File: config.mk
export PLATFORM = sky130hd
export DESIGN_NAME = scl_rate_gen
export DESIGN_NICKNAME = d
export VERILOG_FILES = /design/src/rtl/scl_rate_pkg.sv /design/src/rtl/scl_rate_sync.sv /design/src/rtl/scl_rate_clamp.sv /design/src/rtl/scl_rate_core.sv /design/src/rtl/scl_rate_gen.sv
export SDC_FILE = /design/constraint.sdc
export NUM_CORES = 1
export LEC_CHECK = 0
export CAP_MARGIN = 20
export CELL_PAD_IN_SITES_DETAIL_PLACEMENT = 2
export CELL_PAD_IN_SITES_GLOBAL_PLACEMENT = 2
export CORE_MARGIN = 3
export CORE_UTILIZATION = 28
export CTS_CLUSTER_DIAMETER = 100
export CTS_CLUSTER_SIZE = 40
export DETAILED_ROUTE_END_ITERATION = 8
export GPL_TIMING_DRIVEN = 0
export PLACE_DENSITY_LB_ADDON = 0.15
export SLEW_MARGIN = 20
export SYNTH_ARGS = -nofsm -noshare
export SYNTH_HDL_FRONTEND = slang
export SYNTH_SLANG_ARGS = --single-unit
File: constraint.sdc
create_clock -name clk -period 1.55 [get_ports clk]
set_input_delay 0.31 -clock clk [delete_from_list [all_inputs] [get_ports clk]]
set_output_delay 0.31 -clock clk [all_outputs]
set_load 0.01 [all_outputs]
File: src/rtl/scl_rate_pkg.sv
package scl_rate_pkg;

    typedef enum logic [1:0] {
        ST_IDLE  = 2'd0,
        ST_COUNT = 2'd1,
        ST_HOLD  = 2'd2
    } gen_state_e;

    localparam int unsigned MIN_RELOAD = 2;

endpackage

File: src/rtl/scl_rate_sync.sv
module scl_rate_sync #(
    parameter int unsigned STAGES  = 2,
    parameter logic        RST_VAL = 1'b1
) (
    input  logic clk,
    input  logic rst_n,
    input  logic async_in,
    output logic sync_out
);

    logic [STAGES-1:0] chain_d;
    logic [STAGES-1:0] chain_q;

    generate
        if (STAGES == 1) begin : g_single
            always_comb chain_d = async_in;
        end else begin : g_multi
            always_comb chain_d = {chain_q[STAGES-2:0], async_in};
        end
    endgenerate

    always_ff @(posedge clk or negedge rst_n) begin
        if (!rst_n) begin
            chain_q <= {STAGES{RST_VAL}};
        end else begin
            chain_q <= chain_d;
        end
    end

    assign sync_out = chain_q[STAGES-1];

endmodule

File: src/rtl/scl_rate_clamp.sv
module scl_rate_clamp #(
    parameter int unsigned CNT_W = 12
) (
    input  logic [CNT_W-1:0] raw_val,
    output logic [CNT_W-1:0] eff_val
);

    import scl_rate_pkg::*;

    localparam logic [CNT_W-1:0] FLOOR = CNT_W'(MIN_RELOAD);

    always_comb begin
        if (raw_val < FLOOR) begin
            eff_val = FLOOR;
        end else begin
            eff_val = raw_val;
        end
    end

endmodule

File: src/rtl/scl_rate_core.sv
module scl_rate_core #(
    parameter int unsigned CNT_W = 12
) (
    input  logic             clk,
    input  logic             rst_n,
    input  logic [CNT_W-1:0] eff_val,
    input  logic             load,
    input  logic             scl_released,
    input  logic             scl_hi,
    output logic             tick,
    output logic             busy
);

    import scl_rate_pkg::*;

    typedef struct packed {
        gen_state_e       st;
        logic [CNT_W-1:0] cnt;
        logic             tick;
    } core_reg_t;

    localparam logic [CNT_W-1:0] CNT_ONE = CNT_W'(1);

    core_reg_t cur_d;
    core_reg_t cur_q;
    logic      stretched;

    assign stretched = scl_released && !scl_hi;

    always_comb begin
        cur_d      = cur_q;
        cur_d.tick = 1'b0;
        if (load) begin
            if (stretched) begin
                cur_d.st = ST_HOLD;
            end else begin
                cur_d.st  = ST_COUNT;
                cur_d.cnt = eff_val;
            end
        end else begin
            case (cur_q.st)
                ST_HOLD: begin
                    if (scl_hi) begin
                        cur_d.st  = ST_COUNT;
                        cur_d.cnt = eff_val;
                    end
                end
                ST_COUNT: begin
                    if (stretched) begin
                        cur_d.st = ST_HOLD;
                    end else begin
                        cur_d.cnt = cur_q.cnt - CNT_ONE;
                        if (cur_q.cnt == CNT_ONE) begin
                            cur_d.st   = ST_IDLE;
                            cur_d.tick = 1'b1;
                        end
                    end
                end
                default: begin
                end
            endcase
        end
    end

    always_ff @(posedge clk or negedge rst_n) begin
        if (!rst_n) begin
            cur_q <= '{st: ST_IDLE, cnt: '0, tick: 1'b0};
        end else begin
            cur_q <= cur_d;
        end
    end

    assign tick = cur_q.tick;
    assign busy = (cur_q.st != ST_IDLE);

    // rollover pulse lasts one cycle
    assert_tick_single_R9: assert property (@(posedge clk) disable iff (!rst_n)
        cur_q.tick |=> !cur_q.tick);

    // counter stops after rollover unless a new request comes
    assert_stop_after_roll_R3: assert property (@(posedge clk) disable iff (!rst_n)
        (cur_q.tick && !load) |=> (cur_q.st == ST_IDLE));

    // suspended counter keeps its value while the line is low
    assert_hold_frozen_R5: assert property (@(posedge clk) disable iff (!rst_n)
        (cur_q.st == ST_HOLD && !scl_hi && !load) |=> $stable(cur_q.cnt));

    // an accepted request never starts below the floor
    assert_start_floor_R4: assert property (@(posedge clk) disable iff (!rst_n)
        (load && !stretched) |=> (cur_q.cnt >= CNT_W'(MIN_RELOAD)));

    // a tick follows only a count that was running
    assert_tick_from_count_R2: assert property (@(posedge clk) disable iff (!rst_n)
        $rose(cur_q.tick) |-> (cur_q.cnt == '0 && $past(cur_q.st) == ST_COUNT));

endmodule

File: src/rtl/scl_rate_gen.sv
module scl_rate_gen #(
    parameter int unsigned CNT_W       = 12,
    parameter int unsigned SYNC_STAGES = 2
) (
    input  logic             clk,
    input  logic             rst_n,
    input  logic [CNT_W-1:0] reload_val,
    input  logic             load,
    input  logic             scl_released,
    input  logic             scl_in,
    output logic             tick,
    output logic             busy
);

    logic             scl_hi;
    logic [CNT_W-1:0] eff_val;

    scl_rate_sync #(
        .STAGES  (SYNC_STAGES),
        .RST_VAL (1'b1)
    ) u_sync (
        .clk      (clk),
        .rst_n    (rst_n),
        .async_in (scl_in),
        .sync_out (scl_hi)
    );

    scl_rate_clamp #(
        .CNT_W (CNT_W)
    ) u_clamp (
        .raw_val (reload_val),
        .eff_val (eff_val)
    );

    scl_rate_core #(
        .CNT_W (CNT_W)
    ) u_core (
        .clk          (clk),
        .rst_n        (rst_n),
        .eff_val      (eff_val),
        .load         (load),
        .scl_released (scl_released),
        .scl_hi       (scl_hi),
        .tick         (tick),
        .busy         (busy)
    );

endmodule

==> key figures, run 1 <==
Floorplanning
  • Initial Util: 29.8%
  • Die Ht: 66.5 um
  • Core area: 3440 sq um
  • Std-Cell Rows: 21
  • Die Width: 66.5 um
  • Die area: 4430 sq um
  • IO Pins: 19

STA
  • Pins over their slew limit: 0
  • RSZ-0062 raised after global routing: true
  • Clock period minus final worst setup slack: 1700 ps
  • Slew at the pin with the worst max-slew slack: 816 ps
  • Final setup fails: 13
  • Hold Violations, Final: 0
  • Slack of the critical path: -154 ps
  • Max-Slew Margin vs Limit: 45.4%
  • Fin crit share: 110%
  • Clock skew: 9.91 ps
  • Fmax: 587 MHz

Placement
  • DP HPWL: 2.48 mm
  • Port Buf Inserts: 18
  • RePlAce Congestion: 0.822

Synth
  • Area leader, netlist: dfrtp_1
  • Unique masters post-synth: 39
  • Synthesis-stage register bit count: 17
  • Ys async rst share: 100%
  • Seq/Total Area, Yosys: 41.7%
  • Mean Syn Cell Area: 9.41 sq um
  • Mapped cell area: 1030 sq um
  • Synth top area cells: dfrtp_1 37%, o21ai_0 5.9%, dfstp_2 5.1%, a221o_1 3.9%, a32oi_1 3.4%
  • Warnings from Yosys: 0
  • Post-synth top flop: dfrtp_1
  • Number of flops mapped to enable cells by yosys: 0
  • Synth top area share: 36.6%
  • Mapped Cells: 109
  • Post-Syn Nets: 128

Clocking
  • CTS tree: done
  • CTS Buffer Depth: 2
  • CTS Sinks: 17
  • Root Buffer: clkbuf_8
  • Worst-Skew Late Latency: 260 ps
  • CTS Buf Count: 3
  • Clk pin slew, worst setup/hold paths: 70 ps
  • H-tree depth: 1
  • Post-CTS Hold Buffers: 0

Worst setup path
  • Crit path depth: 6
  • Arr. time, crit path: 1890 ps
  • Crit path buffers/inverters: 2
  • Worst r2r path cells: 6
  • CP cell instances: or3b_4, buf_4, buf_6, nor2_4, and3_1, a221o_1
  • Reg2Reg Setup Slack: -150 ps
  • CP Launch Point: u_core.cur_q[14]$_DFFE_PN0P_
  • Slowest cell on crit path: dfrtp_2
  • Worst Setup Path Type: flip-flop to flip-flop
  • R2R Path End: u_core.cur_q[8]$_DFFE_PN0P_
  • Worst Path Required: 1740 ps
  • CP endpoint kind: flip-flop
  • CP peak stage delay: 450 ps
  • Critical Path Fanout Max: 6
  • CP startpoint kind: flip-flop
  • Top delay family on crit path: simple AND/OR/NAND/NOR gates
  • Endpoint of the worst setup timing path: u_core.cur_q[8]$_DFFE_PN0P_
  • Reg2reg start: u_core.cur_q[14]$_DFFE_PN0P_

Drt
  • Final ANT Viol Nets: 0
  • DRC viols: 0
  • WL/cell: 21.2 um
  • DR pass1 iterations: 4
  • DRT iter0 DRCs: 69
  • Post-Route WL: 4.10 mm
  • Vias per cell: 5.63
  • DR vias: 1,087

Layout
  • Fin util: 46.4%
  • Layout cells sized above 1: 36.7%
  • Diodes inserted: 0
  • Area added between synthesis and finish: 55.7%
  • Nets: 167

Global route
  • Initial antenna violation count: 0
  • Vias in the first global route: 1,132
  • First-pass GRT wire length: 5.90 mm
  • Gr ovfl total: 0
  • Largest net degree at the start of global routing: 18
  • GRT Total Usage: 18.2%

Pwr
  • Leakage: 0.000629 uW
  • Power Density: 1090 nW/um^2
  • Peak supply drop: 0.000495 V
  • Total Power: 1740 uW

Run
  • Max-cap check violation count: 0

Worst hold path
  • HP Class: flip-flop to flip-flop

Run status
  • Status: finished with violations
  • Violated checks: setup timing
==> cells in the final DEF, fill, tap and decap left out, drive strengths merged, types with 2 or more instances in the layout <==
cell / instances
nand2b: 3
nand3: 6
a32oi: 4
a21oi: 5
clkbuf: 5
o31ai: 2
buf: 18
dfrtp: 15
o21ai: 12
nor4: 4
nor2: 9
nor2b: 3
nor3: 3
o31a: 2
nand2: 2
and2: 2
a311oi: 2
o2bb2ai: 3
clkdlybuf4s50: 16
ha: 2
a221o: 4
nor3b: 2
dfstp: 2
inv: 6
==> report_power, final <==
part / internal [uW] / switching, uW / total [uW]
sequential: 535 / 151 / 686
combinational: 354 / 340 / 694
clock: 183 / 173 / 355
total: 1070 / 664 / 1740
==> registers in the layout, summed over array words and instances, names as in the netlist <==
register	count
u_core.cur_q	14
u_sync.chain_q	2
u_core.tick	1
==> metal layers <==
layer	wire [um]	global-route usage [%]	vias to the layer above
met5	0	0	-
met4	53	6.60	0
met3	114	2.19	6
met2	2120	30.9	24
met1	1810	23.6	553
li1	-	-	504
==> area by class of cell <==
type                    count  area (sq um)
inverters                   6          22.5
fillers                   371          1840
flip-flops and latches     17           432
plain buffers               3          30.0
multi-input cells          83           703
well taps                  46          57.6
clock buffers               4          45.0
repair buffers             34           308
==> synth_stat cells, types with 2 or more instances <==
cell type  instances
nor3_1             3
nor4_1             4
nor2_1             7
nand2b_1           2
buf_2              2
dfstp_2            2
nand2_1            2
nor2b_1            3
inv_1              6
a21oi_1            5
o31ai_1            2
and2_1             2
a221o_1            4
nand3_1            6
ha_1               2
o2bb2ai_1          3
a311oi_1           2
nor3b_1            2
a32oi_1            4
dfrtp_1           15
o31a_1             2
o21ai_0           12
==> how the worst min path moves through the flow <==
stage / end / slack [ps] / startpoint / cells after the start
2_1_floorplan: u_core.cur_q[10]$_DFFE_PN0P_ / 10 / rst_n / 0
3_3_place_gp: u_sync.chain_q[1]$_DFF_PN1_ / 350 / u_sync.chain_q[0]$_DFF_PN1_ / 0
3_5_place_dp: u_sync.chain_q[1]$_DFF_PN1_ / 350 / u_sync.chain_q[0]$_DFF_PN1_ / 0
4_1_cts: u_sync.chain_q[1]$_DFF_PN1_ / 360 / u_sync.chain_q[0]$_DFF_PN1_ / 0
5_1_grt: u_sync.chain_q[1]$_DFF_PN1_ / 360 / u_sync.chain_q[0]$_DFF_PN1_ / 0
6_report: u_sync.chain_q[1]$_DFF_PN1_ / 360 / u_sync.chain_q[0]$_DFF_PN1_ / 0
==> cell families after synthesis <==
| logic type | synth area share [%] |
|---|---|
| flip-flops | 41.7 |
| buffers and inverters | 4.63 |
| AO/OA/AOI/OAI | 28.3 |
| adder cells (fa/ha/maj) | 2.44 |
| AND/OR/NAND/NOR | 22.9 |
==> what timing repair did <==
action,CTS,global route
setup endpoints to repair,15,14
pin swaps,2,11
gates cloned,1,0
buffers inserted,9,8
gates resized for setup,30,17
==> worst register-to-register path, stage by stage, from the launching register on <==
cell,delay [ps]
dfrtp_2,450
or3b_4,430
buf_4,160
buf_6,120
nor2_4,170
and3_1,200
a221o_1,110
==> per-stage QoR <==
step	area [sq um]	setup slack [ps]	std cells	hold slack [ps]	TNS (ps)
6_report	1600	-154	193	356	-1100
5_1_grt	1600	-188	193	360	-1670
4_1_cts	1490	-73.0	186	358	-355
3_5_place_dp	1270	-633	173	348	-7520
3_3_place_gp	1270	-582	173	346	-7060
2_1_floorplan	1040	-23.4	109	14.4	-67.7
No activity file was read; power rests on OpenSTA's default activity.
==> run 2, diff against run 1 <==
HOLD_SLACK_MARGIN = 0.05   (was not set)
==> results of run 2 <==
Final layout, timing and power as in run 1 (identical DEF).
